--- src/rtl/dds_nco_pkg.sv ---
package dds_nco_pkg;

    typedef enum logic [2:0] {
        DST_CTRL   = 3'd0,
        DST_TUNE_A = 3'd1,
        DST_TUNE_B = 3'd2,
        DST_POFS   = 3'd3,
        DST_IQ     = 3'd4
    } load_dst_e;

    // pi/2 in Q30 fixed point
    localparam longint HALF_PI_Q30 = 64'sd1686629713;

    // Quarter-wave entry k of qsize: amp * sin((k + 0.5) * (pi/2) / qsize), rounded
    function automatic int quarter_sine(int k, int qsize, int amp);
        longint x;
        longint x2;
        longint term;
        longint sum;
        x    = (longint'(2 * k + 1) * HALF_PI_Q30) / longint'(2 * qsize);
        x2   = (x * x) >>> 30;
        term = x;
        sum  = x;
        for (int n = 1; n <= 6; n++) begin
            term = -(((term * x2) >>> 30) / longint'((2 * n) * (2 * n + 1)));
            sum  = sum + term;
        end
        return int'((sum * longint'(amp) + (64'sd1 <<< 29)) >>> 30);
    endfunction

endpackage

--- src/rtl/dds_nco_regs.sv ---
module dds_nco_regs
    import dds_nco_pkg::*;
#(
    parameter int ACC_W  = 32,
    parameter int POFS_W = 12,
    parameter int DW     = 10
) (
    input  logic                 clk_i,
    input  logic                 rst_i,
    input  logic                 ld_en_i,
    input  load_dst_e            ld_dst_i,
    input  logic [ACC_W-1:0]     ld_data_i,
    output logic                 ctrl_sleep_o,
    output logic [ACC_W-1:0]     tune_a_o,
    output logic [ACC_W-1:0]     tune_b_o,
    output logic [POFS_W-1:0]    pofs_o,
    output logic signed [DW-1:0] iq_i_o,
    output logic signed [DW-1:0] iq_q_o
);
    localparam int I_LSB = ACC_W / 2;

    always_ff @(posedge clk_i) begin
        if (rst_i) begin
            ctrl_sleep_o <= 1'b0;
            tune_a_o     <= '0;
            tune_b_o     <= '0;
            pofs_o       <= '0;
            iq_i_o       <= '0;
            iq_q_o       <= '0;
        end else if (ld_en_i) begin
            case (ld_dst_i)
                DST_CTRL:   ctrl_sleep_o <= ld_data_i[0];
                DST_TUNE_A: tune_a_o     <= ld_data_i;
                DST_TUNE_B: tune_b_o     <= ld_data_i;
                DST_POFS:   pofs_o       <= ld_data_i[POFS_W-1:0];
                DST_IQ: begin
                    iq_i_o <= $signed(ld_data_i[I_LSB +: DW]);
                    iq_q_o <= $signed(ld_data_i[0 +: DW]);
                end
                default: ;
            endcase
        end
    end
endmodule

--- src/rtl/dds_nco_phase.sv ---
module dds_nco_phase #(
    parameter int ACC_W = 32
) (
    input  logic             clk_i,
    input  logic             rst_i,
    input  logic             awake_i,
    input  logic             fsel_i,
    input  logic [ACC_W-1:0] tune_a_i,
    input  logic [ACC_W-1:0] tune_b_i,
    output logic [ACC_W-1:0] acc_o,
    output logic             fsel_q_o
);
    logic [ACC_W-1:0] step_w;

    assign step_w = fsel_q_o ? tune_b_i : tune_a_i;

    always_ff @(posedge clk_i) begin
        if (rst_i) begin
            acc_o    <= '0;
            fsel_q_o <= 1'b0;
        end else begin
            fsel_q_o <= fsel_i;
            if (awake_i) begin
                acc_o <= acc_o + step_w;
            end
        end
    end
endmodule

--- src/rtl/dds_nco_trig.sv ---
module dds_nco_trig
    import dds_nco_pkg::*;
#(
    parameter int POFS_W = 12,
    parameter int LUT_AW = 10,
    parameter int DW     = 10
) (
    input  logic                 clk_i,
    input  logic                 rst_i,
    input  logic                 awake_i,
    input  logic [POFS_W-1:0]    phase_top_i,
    input  logic [POFS_W-1:0]    pofs_i,
    output logic signed [DW-1:0] sin_o,
    output logic signed [DW-1:0] cos_o
);
    localparam int QAW   = LUT_AW - 2;
    localparam int QN    = 1 << QAW;
    localparam int MAG_W = DW - 1;
    localparam int AMP   = (1 << (DW - 1)) - 1;

    logic [MAG_W-1:0]     qtab [QN];
    logic [POFS_W-1:0]    ph_sum;
    logic [LUT_AW-1:0]    idx;
    logic                 unused_frac;
    logic signed [DW-1:0] val [2];

    for (genvar k = 0; k < QN; k++) begin : g_tab
        localparam int V = quarter_sine(k, QN, AMP);
        assign qtab[k] = MAG_W'(V);
    end

    assign ph_sum      = phase_top_i + pofs_i;
    assign idx         = ph_sum[POFS_W-1 -: LUT_AW];
    assign unused_frac = ^ph_sum[POFS_W-LUT_AW-1:0];

    // channel 0 reads sine, channel 1 reads cosine (a quarter turn ahead)
    for (genvar c = 0; c < 2; c++) begin : g_ch
        logic [LUT_AW-1:0] cidx;
        logic [1:0]        quad;
        logic [QAW-1:0]    fold;
        logic [MAG_W-1:0]  mag;
        assign cidx   = idx + LUT_AW'(c * QN);
        assign quad   = cidx[LUT_AW-1 -: 2];
        assign fold   = quad[0] ? ~cidx[QAW-1:0] : cidx[QAW-1:0];
        assign mag    = qtab[fold];
        assign val[c] = quad[1] ? -$signed({1'b0, mag}) : $signed({1'b0, mag});
    end

    always_ff @(posedge clk_i) begin
        if (rst_i) begin
            sin_o <= '0;
            cos_o <= '0;
        end else if (awake_i) begin
            sin_o <= val[0];
            cos_o <= val[1];
        end
    end
endmodule

--- src/rtl/dds_nco_mix.sv ---
module dds_nco_mix #(
    parameter int DW = 10
) (
    input  logic                 clk_i,
    input  logic                 rst_i,
    input  logic                 awake_i,
    input  logic signed [DW-1:0] sin_i,
    input  logic signed [DW-1:0] cos_i,
    input  logic signed [DW-1:0] iq_i_i,
    input  logic signed [DW-1:0] iq_q_i,
    output logic signed [DW-1:0] sample_o
);
    localparam int PW = 2 * DW;
    localparam int SW = PW + 1;
    localparam logic signed [SW-1:0] SAT_HI = SW'((1 <<< (DW - 1)) - 1);
    localparam logic signed [SW-1:0] SAT_LO = ~SAT_HI;
    localparam logic signed [SW-1:0] HALF   = SW'(1 <<< (DW - 2));

    logic signed [PW-1:0] prod_i;
    logic signed [PW-1:0] prod_q;
    logic signed [SW-1:0] mac;
    logic signed [SW-1:0] scaled;
    logic signed [DW-1:0] clipped;

    assign prod_i = iq_i_i * cos_i;
    assign prod_q = iq_q_i * sin_i;
    assign mac    = SW'(prod_i) + SW'(prod_q);
    assign scaled = (mac + HALF) >>> (DW - 1);

    always_comb begin
        if (scaled > SAT_HI) begin
            clipped = SAT_HI[DW-1:0];
        end else if (scaled < SAT_LO) begin
            clipped = SAT_LO[DW-1:0];
        end else begin
            clipped = scaled[DW-1:0];
        end
    end

    always_ff @(posedge clk_i) begin
        if (rst_i || !awake_i) begin
            sample_o <= '0;
        end else begin
            sample_o <= clipped;
        end
    end
endmodule

--- src/rtl/dds_dual_nco.sv ---
module dds_dual_nco
    import dds_nco_pkg::*;
#(
    parameter int ACC_W  = 32,
    parameter int POFS_W = 12,
    parameter int LUT_AW = 10,
    parameter int DW     = 10
) (
    input  logic                 clk_i,
    input  logic                 rst_i,
    input  logic                 fsel_i,
    input  logic                 sleep_i,
    input  logic                 ld_en_i,
    input  logic [2:0]           ld_dst_i,
    input  logic [ACC_W-1:0]     ld_data_i,
    output logic signed [DW-1:0] sample_o
);
    logic                 ctrl_sleep;
    logic [ACC_W-1:0]     tune_a;
    logic [ACC_W-1:0]     tune_b;
    logic [POFS_W-1:0]    pofs;
    logic signed [DW-1:0] iq_i;
    logic signed [DW-1:0] iq_q;
    logic                 awake;
    logic [ACC_W-1:0]     acc_q;
    logic                 fsel_q;
    logic signed [DW-1:0] sin_q;
    logic signed [DW-1:0] cos_q;

    assign awake = !(sleep_i || ctrl_sleep);

    dds_nco_regs #(.ACC_W(ACC_W), .POFS_W(POFS_W), .DW(DW)) u_regs (
        .clk_i        (clk_i),
        .rst_i        (rst_i),
        .ld_en_i      (ld_en_i),
        .ld_dst_i     (load_dst_e'(ld_dst_i)),
        .ld_data_i    (ld_data_i),
        .ctrl_sleep_o (ctrl_sleep),
        .tune_a_o     (tune_a),
        .tune_b_o     (tune_b),
        .pofs_o       (pofs),
        .iq_i_o       (iq_i),
        .iq_q_o       (iq_q)
    );

    dds_nco_phase #(.ACC_W(ACC_W)) u_phase (
        .clk_i    (clk_i),
        .rst_i    (rst_i),
        .awake_i  (awake),
        .fsel_i   (fsel_i),
        .tune_a_i (tune_a),
        .tune_b_i (tune_b),
        .acc_o    (acc_q),
        .fsel_q_o (fsel_q)
    );

    dds_nco_trig #(.POFS_W(POFS_W), .LUT_AW(LUT_AW), .DW(DW)) u_trig (
        .clk_i       (clk_i),
        .rst_i       (rst_i),
        .awake_i     (awake),
        .phase_top_i (acc_q[ACC_W-1 -: POFS_W]),
        .pofs_i      (pofs),
        .sin_o       (sin_q),
        .cos_o       (cos_q)
    );

    dds_nco_mix #(.DW(DW)) u_mix (
        .clk_i    (clk_i),
        .rst_i    (rst_i),
        .awake_i  (awake),
        .sin_i    (sin_q),
        .cos_i    (cos_q),
        .iq_i_i   (iq_i),
        .iq_q_i   (iq_q),
        .sample_o (sample_o)
    );
endmodule

--- config.mk ---
export PLATFORM = sky130hd
export DESIGN_NAME = dds_dual_nco
export DESIGN_NICKNAME = d
export VERILOG_FILES = /design/src/rtl/dds_nco_pkg.sv /design/src/rtl/dds_nco_regs.sv /design/src/rtl/dds_nco_phase.sv /design/src/rtl/dds_nco_trig.sv /design/src/rtl/dds_nco_mix.sv /design/src/rtl/dds_dual_nco.sv
export SDC_FILE = /design/constraint.sdc
export NUM_CORES = 1
export LEC_CHECK = 0
export BUFFER_PORTS_ARGS = -buffer_cell sky130_fd_sc_hd__buf_2
export CORE_ASPECT_RATIO = 0.75
export CORE_MARGIN = 3
export CORE_UTILIZATION = 63
export CTS_CLUSTER_DIAMETER = 60
export DETAILED_ROUTE_END_ITERATION = 8
export HOLD_SLACK_MARGIN = 0.1
export PLACE_DENSITY_LB_ADDON = 0.08
export SYNTH_ARGS = -nofsm -noshare
export SYNTH_HDL_FRONTEND = slang
export SYNTH_HIERARCHICAL = 1
export SYNTH_SLANG_ARGS = --single-unit
--- constraint.sdc ---
create_clock -name clk_i -period 7.85 [get_ports clk_i]
set_input_delay 1.1775 -clock clk_i [delete_from_list [all_inputs] [get_ports clk_i]]
set_output_delay 1.1775 -clock clk_i [all_outputs]
set_load 0.05 [all_outputs]
Word-level counts from Yosys, hierarchy flattened:

Memories as Yosys holds them, arrays and structs flattened.
Index checks and enable logic that the tools add are counted.

* equal/unequal tests: 4
* bitwise logic cells: 4
* $lt $le $gt $ge: 4
* reductions and logical operators: 9
* mux-type cells: 11
* multipliers: 2
* add/subtract/negate cells: 7

Operator list (number)
* 2-to-1 mux 9 bit: 5
* multiplier 10 x 10 -> 20 bit: 2
* adder 32 bit: 1
* 2-to-1 mux 32 bit: 1
* 2-to-1 mux 10 bit: 3
* adder 20 x 20 -> 21 bit: 1
* adder 21 x 10 -> 21 bit, second input constant: 1
* negation 9 -> 10 bit: 2
* >= comparator 9 bit, second input constant: 2
* inverter 8 -> 9 bit: 2
* 2-to-1 mux 8 bit: 2
* inverter 8 bit: 2
* adder 12 bit: 1
* > comparator 12 x 10 -> 1 bit, second input constant: 1
* less-than comparator 12 x 10 -> 1 bit, second input constant: 1
* adder 10 x 9 -> 10 bit, second input constant: 1
* AND reduction 2 bit: 5
* equality test 3 x 2 -> 1 bit, second input constant: 2
* equality test 3 x 1 -> 1 bit, second input constant: 1
* equality test 3 bit, second input constant: 1
* logical NOT 3 bit: 1
* logical OR 1 bit: 2
* OR reduction 2 bit: 1

* bits in read-only memories: 4608
* memories kept: 2
* register bits after elaboration: 160
* bits of input ports: 40

Memory list
* (name not given): words 256, width 9, rd ports 1, clocked after Yosys merged registers in 0, wr ports 0, RTL line dds_nco_trig.sv:45 `assign mag = qtab[fold];`
* (name not given): words 256, width 9, rd ports 1, clocked after Yosys merged registers in 0, wr ports 0, RTL line dds_nco_trig.sv:45

Depth between registers and ports, before layout:

Gate-level depths: netlist of run 1.

* word-level depth: 10
* gate-level depth with buffers: 27
* mapped depth without buffers: 24

By module:

The synthesis of run 1 kept the hierarchy.

By module, submodules not included
* dds_nco_mix: area an instance 8309.2 um2, times used 1, cells an instance 871
* dds_nco_trig: area an instance 7847.5 um2, times used 1, cells an instance 1165
* dds_nco_regs: area an instance 3963.8 um2, times used 1, cells an instance 355
* dds_nco_phase: area an instance 3241.9 um2, times used 1, cells an instance 384
* dds_dual_nco: area an instance 3.8 um2, times used 1, cells an instance 1

Least setup slack after synthesis of run 1:

Ideal clock, no wire load.

* kind: reg2reg
* start: reg u_regs.iq_q_o[9]
* end: reg u_mix.sample_o[1]
* required time: 7.718 ns
* setup slack: 0.998 ns
* clock period less this slack: 6.852 ns
* arrival time: 6.719 ns
* cell stages (with the launch flop): 23
* setup time: 0.132 ns
* cell sequence: dfxtp_1 clkbuf_1 and2_1 inv_1 fa_1 fa_1 inv_1 fa_1 fa_1 fa_1 fa_1 inv_1 fa_1 inv_1 ha_1 and3_1 a221oi_2 o21ai_1 a21o_1 o31ai_4 xnor2_1 a31oi_4 o21ai_1

* cells in the longest elaborated chain, start to end: 6
* elaborated cells on any way between the ends: 7

RTL lines
* start: declaration: RTL line dds_nco_regs.sv:18 `output logic signed [DW-1:0] iq_q_o`
* start signal: assignment: RTL line dds_nco_regs.sv:38 `iq_q_o <= $signed(ld_data_i[0 +: DW]);`
* multiplier 10 x 10 -> 20 bit *: RTL line dds_nco_mix.sv:26 `assign prod_q = iq_q_i * sin_i;`
* adder 20 x 20 -> 21 bit *: RTL line dds_nco_mix.sv:27 `assign mac = SW'(prod_i) + SW'(prod_q);`
* adder 21 x 10 -> 21 bit *: RTL line dds_nco_mix.sv:28 `assign scaled = (mac + HALF) >>> (DW - 1);`
* less-than comparator 12 x 10 -> 1 bit: RTL line dds_nco_mix.sv:33 `end else if (scaled < SAT_LO) begin`
* 2-to-1 mux 10 bit: RTL line dds_nco_mix.sv:33
* 2-to-1 mux 9 bit *: RTL line dds_nco_mix.sv:31 `if (scaled > SAT_HI) begin`
* end signal: assignment: RTL line dds_nco_mix.sv:44 `sample_o <= clipped;`
* end: declaration: RTL line dds_nco_mix.sv:11 `output logic signed [DW-1:0] sample_o`

Every way passes the cells marked *; elsewhere a longest branch is shown, timed or not.
A chain may end at the register's enable or synchronous reset.

Worst setup path after layout of run 1:

* start: reg u_trig.sin_o[0]
* end: reg u_mix.sample_o[6]

* cells in the longest elaborated chain, start to end: 6
* elaborated cells on any way between the ends: 7

RTL lines
* start: declaration: RTL line dds_nco_trig.sv:13 `output logic signed [DW-1:0] sin_o,`
* start signal: assignment: RTL line dds_nco_trig.sv:54 `sin_o <= val[0];`
* multiplier 10 x 10 -> 20 bit *: RTL line dds_nco_mix.sv:26
* adder 20 x 20 -> 21 bit *: RTL line dds_nco_mix.sv:27
* adder 21 x 10 -> 21 bit *: RTL line dds_nco_mix.sv:28
* less-than comparator 12 x 10 -> 1 bit: RTL line dds_nco_mix.sv:33
* 2-to-1 mux 10 bit: RTL line dds_nco_mix.sv:33
* 2-to-1 mux 9 bit *: RTL line dds_nco_mix.sv:31

Marks and branches as above.

==> flow_summary.ini, run 1 <==
[yosys]
ys_seq_area_share_pct = 13.7
synthCells = 2776
synth-seq-cells = 160
postSynthAreaPerCell_sq_um = 8.42
async_flop_share_pct = 0
ys_warn_count = 6
synth_top_flop_cell = dfxtp_1
synth_edf_count = 0
syn_area_sq_um = 23400
syn_nets = 3181
synth_cell_types = 123

[routing]
vias = 22100
drt_iter0_drc = 3106
via_per_inst = 6.88
drtAntennaViolNets = 0
wl_met3_um = 11700
drc = 0
first_pass_iters = 6
dr.max_layer_used = met4
routed_wl_um = 82600
avgRoutedWirePerCell_um = 25.7
drt-met1-wl_um = 33800
met2_length_um = 33500

[setup_path]
worstPathMaxFanout = 11
cp_data_arrival_time_ns = 7.67
worstPathRequired_ns = 8.15
crit_path_end_kind = flip-flop
startpoint_type = flip-flop
path_class = reg2reg

[sta]
max_slew_margin_pct = -3.14
min_period_ns = 7.37
rsz0062_at_grt = no
worst_pin_slew_ns = 1.53
fmax_ghz = 0.136
fin_skew_ns = 0.0166
hold_viol = 0
setup_viol = 0
maxSlewViolCount = 3
setup_tns_ns = 0
finalCritPeriodShare_pct = 93.9

[placement]
placedInstanceArea_sq_um = 23800
globalplace.congestion = 1.12
dp.cells = 3187
place.port_buffers = 49
hpwlAfterDp_um = 62300

[pwr]
irDropWorstVdd_uv = 138
total_power_mw = 2.94
p_leak_nw = 11.4
powerDensity_nw_per_um2 = 121

[finish]
final_cell_area_sq_um = 24400
syn_to_final_growth_pct = 4.56
final_common_cell = inv_1
final_cell_mix = inv_1, fa_1, nand2_1, dfxtp_1, nor2_1
drive_gt1_share_pct = 9.70
antenna_cells = 0
fin_nets = 3115
fin_cells = 3219

[grt]
antenna_found_initial = 1
overflow = 0
grt_pass1_wl_um = 128000
grt_pass1_vias = 22100
grt_util_all_layers_pct = 41.4
grt_max_degree = 67

[die]
io_pins = 50
die_h_um = 173
die_x_um = 228
start_util_pct = 64.6
std_cell_rows = 60
core_area_sq_um = 36200
die_area_sq_um = 39500

[clock_network]
clock-root-buffer = clkbuf_16
cts_buffers = 17
cts_max_path_buffers = 2
clk_pin_slew_worst_paths_ns = 0.08
clock-sinks = 160
post_cts_buffers = 0
clk_latency_ns = 0.44
cts_tree = built
h-tree-depth = 4

[flow_run]
cap_violations = 1

[status]
status = finished with violations
violations = capacitance limit, slew limit

[hold_path]
hp-class = reg2reg
==> kinds of logic after synthesis <==
logic type / after synthesis / share of synthesized area [%]
XOR/XNOR: 85 / 3.31
adder cells (fa/ha/maj): 365 / 26.9
AO/OA/AOI/OAI: 660 / 20.9
buffers and inverters: 483 / 8.87
AND/OR/NAND/NOR: 850 / 18.7
multiplexers: 173 / 7.63
flip-flops: 160 / 13.7
==> through the flow <==
step / hold WS (ns) / utilization [%] / setup WS [ns]
after detailed placement: 0.464 / 65.9 / 0.390
after global routing: 0.499 / 67.5 / 0.163
after global placement: 0.456 / 65.9 / 0.645
after CTS: 0.477 / 67.5 / 0.394
final: 0.476 / 67.5 / 0.482
after floorplan: 0.423 / - / 0.998
==> timing repair <==
action / in CTS / in global routing
endpoints found under the hold margin: 0 / 0
endpoints found under the setup margin: 0 / 2
gates resized for setup: 0 / 1
hold buffers: 0 / 0
==> area by class of cell <==
cell class                 instances  area, sq um
multi-input combinational       2133        18200
fill                            2972        11800
sequential                       160         3200
inverter                         290         1090
timing repair buffer             108          703
tap                              496          621
clock buffer                      17          425
clock inverter                    15          174
==> registers in the layout (all words and copies together) (netlist names) <==
signal,cells
u_mix/sample_o,10
u_regs/iq_i_o,10
u_regs/ctrl_sleep_o,1
u_regs/iq_q_o,10
u_regs/tune_b_o,32
u_trig/sin_o,10
u_regs/tune_a_o,32
u_phase/acc_o,32
u_phase/fsel_q_o,1
u_regs/pofs_o,12
u_trig/cos_o,10
==> synth_stat cells, drive strengths merged, types with 103 or more instances <==
library cell / count / area, sq um
clkbuf: 109 / 460
nand2: 220 / 826
nor2: 155 / 594
nand2b: 149 / 932
fa: 228 / 4560
inv: 288 / 1080
o21ai: 106 / 553
a21oi: 135 / 691
mux2i: 138 / 1390
ha: 137 / 1710
dfxtp: 160 / 3200
and2: 103 / 646
==> critical path, stage by stage (launching register included) <==
cell and delay (ns):
dfxtp_1 0.57, and2_2 0.33, inv_1 0.27, fa_1 0.53, fa_1 0.50, fa_1 0.54
inv_1 0.05, fa_1 0.47, fa_1 0.53, fa_1 0.56, inv_1 0.06, fa_1 0.53
inv_1 0.04, ha_1 0.34, and3_1 0.23, a221oi_2 0.30, o21ai_1 0.18, a21o_1 0.27
o31ai_4 0.23, xnor2_1 0.17, o211ai_2 0.37, o21ai_1 0.15
==> report_power, final <==
group	total, mW	switching, mW	internal [mW]
combinational	1.15	0.778	0.375
clock	0.875	0.395	0.480
sequential	0.916	0.0691	0.847
total	2.94	1.24	1.70
==> layer usage <==
layer,vias up,GRT usage [%]
met2,1615,58.9
li1,9553,-
met5,-,0
met4,0,15.9
met3,330,14.5
met1,10600,57.7
==> final timing paths <==
check / startpoint / end / slack (ns) / depth (start not counted)
setup / recovery: u_trig/sin_o[0] / u_mix/sample_o[6] / 0.48 / 21
hold / removal: u_regs/tune_b_o[24] / u_regs/tune_b_o[24] / 0.48 / 2
setup reg to reg: u_trig/sin_o[0] / u_mix/sample_o[6] / 0.48 / 21
hold reg to reg: u_regs/tune_b_o[24] / u_regs/tune_b_o[24] / 0.48 / 2
Note: power is estimated with default switching activity, not from simulation.
==> run 2: changes to the inputs <==
--- a/config.mk
+++ b/config.mk
@@ -12,7 +12,7 @@
 export CTS_CLUSTER_DIAMETER = 60
 export DETAILED_ROUTE_END_ITERATION = 8
 export HOLD_SLACK_MARGIN = 0.1
-export PLACE_DENSITY_LB_ADDON = 0.08
+export PLACE_DENSITY = 0.8
 export SYNTH_ARGS = -nofsm -noshare
 export SYNTH_HDL_FRONTEND = slang
 export SYNTH_HIERARCHICAL = 1
==> run 2 against run 1 <==
  * The run now ends clean
  * Maximum frequency is 1.8% lower
  * Design area hardly changed
  * Cell count is 0.12% higher
  * Sequential cell count stayed put
  * Register-to-register slack worse by 0.14 ns
  * Combinational power hardly changed
  * Global-route usage is 0.56 points higher
  * Sequential share of layout area hardly changed
  * Sequential power hardly changed
  * Non-clock buffer count is 4 higher
==> flow_summary.ini, run 2 (synthesis gave the netlist of run 1 again) <==
[finish]
syn_to_final_growth_pct = 4.63
final_cell_mix = inv_1, fa_1, nand2_1, dfxtp_1, nor2_1
final_core_util_pct = 67.6
final_common_cell = inv_1
drive_gt1_share_pct = 9.79
fin_cells = 3223
antenna_cells = 0
fillers = 2918
fin_nets = 3119
final_cell_area_sq_um = 24400
reg_top3 = u_phase/acc_o: 32 flops, u_regs/tune_a_o: 32 flops, u_regs/tune_b_o: 32 flops

[setup_path]
crit_chain = ha_1 > and4_1 > nand3_2 > a21oi_2 > o211ai_1 > nand2_1 > nand2_1 > ha_1 > inv_1 > a2111oi_0 > a211oi_1 > a221oi_1 > o21ai_1 > nand2_1 > ha_1 > inv_1 > nor3_1 > a31oi_1 > xnor2_1 > o21ai_0
worstPathRequired_ns = 8.18
crit_path_end_kind = flip-flop
worstPathMaxFanout = 11
startpoint_type = flip-flop
rr_endpoint = u_trig/cos_o[8]
max_stage_delay_ns = 0.77
cpMaxStageDelayCell = a2111oi_0
cp_data_arrival_time_ns = 7.83
path_class = reg2reg
crit_start = u_phase/acc_o[24]
r2r_setup_slack_ns = 0.34
timing.rr.start = u_phase/acc_o[24]
reg2reg_depth = 20

[clock_network]
cts_max_path_buffers = 2
post_cts_buffers = 0
ctsResizeCount = 0
cts_buffers = 17
h-tree-depth = 4
cts_tree = built
cts_hold_buf = 0
clock-root-buffer = clkbuf_16
clk_latency_ns = 0.44
clk_pin_slew_worst_paths_ns = 0.09
clock-sinks = 160

[routing]
avgRoutedWirePerCell_um = 26.4
first_pass_iters = 8
drc = 0
vias = 22500
drtAntennaViolNets = 0
via_per_inst = 6.98
drt_iter0_drc = 3519
routed_wl_um = 85100

[sta]
fmax_ghz = 0.133
maxSlewViolCount = 0
hold_viol = 0
finalWorstSetupSlack_ns = 0.343
fin_skew_ns = 0.0193
finalCritPeriodShare_pct = 95.6
setup_tns_ns = 0
setup_viol = 0
max_slew_margin_pct = 2.28
min_period_ns = 7.51
worst_pin_slew_ns = 1.43
holdWs_ns = 0.477
rsz0062_at_grt = no

[die]
die_x_um = 228
core_area_sq_um = 36200
die_h_um = 173
die_area_sq_um = 39500
start_util_pct = 64.6
std_cell_rows = 60
io_pins = 50

[placement]
globalplace.congestion = 1.09
hpwlAfterDp_um = 63400
place.port_buffers = 49
dp.cells = 3191
placedInstanceArea_sq_um = 23800
dp_slack_ns = 0.436

[grt]
grt_pass1_vias = 22100
grt_util_all_layers_pct = 41.9
overflow = 0
grt_max_degree = 83
grt_pass1_wl_um = 129000
antenna_found_initial = 1

[pwr]
irDropWorstVdd_uv = 150
powerDensity_nw_per_um2 = 121
p_leak_nw = 11.4
total_power_mw = 2.95

[hold_path]
hold_depth = 2
min_to = u_regs/tune_b_o[23]
worstHoldStart = u_regs/tune_b_o[23]
hp-class = reg2reg

[status]
status = finished clean

[flow_run]
cap_violations = 0
## run 2: cell count changes in the layout (fill, tap and decap cells not counted), sizes merged
cell      before  now
buf          108  112
clkinv         5    8
clkinvlp       3    0
bufinv         2    0
inv          295  297
## run 2: area by class of cell
class | count | area (sq um) | share of cell area (%)
clock buffers | 17 | 425 | 1.74
clock inverters | 15 | 181 | 0.742
inverters | 290 | 1090 | 4.45
multi-input cells | 2133 | 18200 | 74.5
flip-flops and latches | 160 | 3200 | 13.1
well taps | 496 | 621 | 2.54
repair buffers | 112 | 721 | 2.95
## run 2: where the power goes
part | switching, mW | internal, mW | leakage (nW)
logic | 0.784 | 0.372 | 9.79
clock network | 0.440 | 0.435 | 0.298
registers | 0.0697 | 0.847 | 1.30
## run 2: worst max-delay path: cells and delay by family, from the launching register on
family	cells	cell delay, ns
AO/OA/AOI/OAI	8	3.02
XOR/XNOR	1	0.38
adder cells (fa/ha/maj)	3	1.41
buffers and inverters	2	0.33
flip-flops	1	0.35
AND/OR/NAND/NOR	6	1.88
## run 2: layer usage
layer  up-vias  routed length [um]  track usage, %
met4         4                3560            15.3
met5         -                  84            1.92
met2      1685               34900            60.1
li1       9561                   -               -
met3       341               11600            14.7
met1     10900               34900            58.3
## run 2: worst max-delay path by stage
| stage | slack, ns | to | cells past startpoint |
|---|---|---|---|
| floorplan | 1.0 | u_mix/sample_o[1] | 22 |
| global placement | 0.70 | u_mix/sample_o[0] | 21 |
| detailed placement | 0.44 | u_mix/sample_o[8] | 21 |
| CTS | 0.41 | u_mix/sample_o[2] | 21 |
| global route | 0.03 | u_mix/sample_o[8] | 21 |
| finish | 0.34 | u_trig/cos_o[8] | 20 |
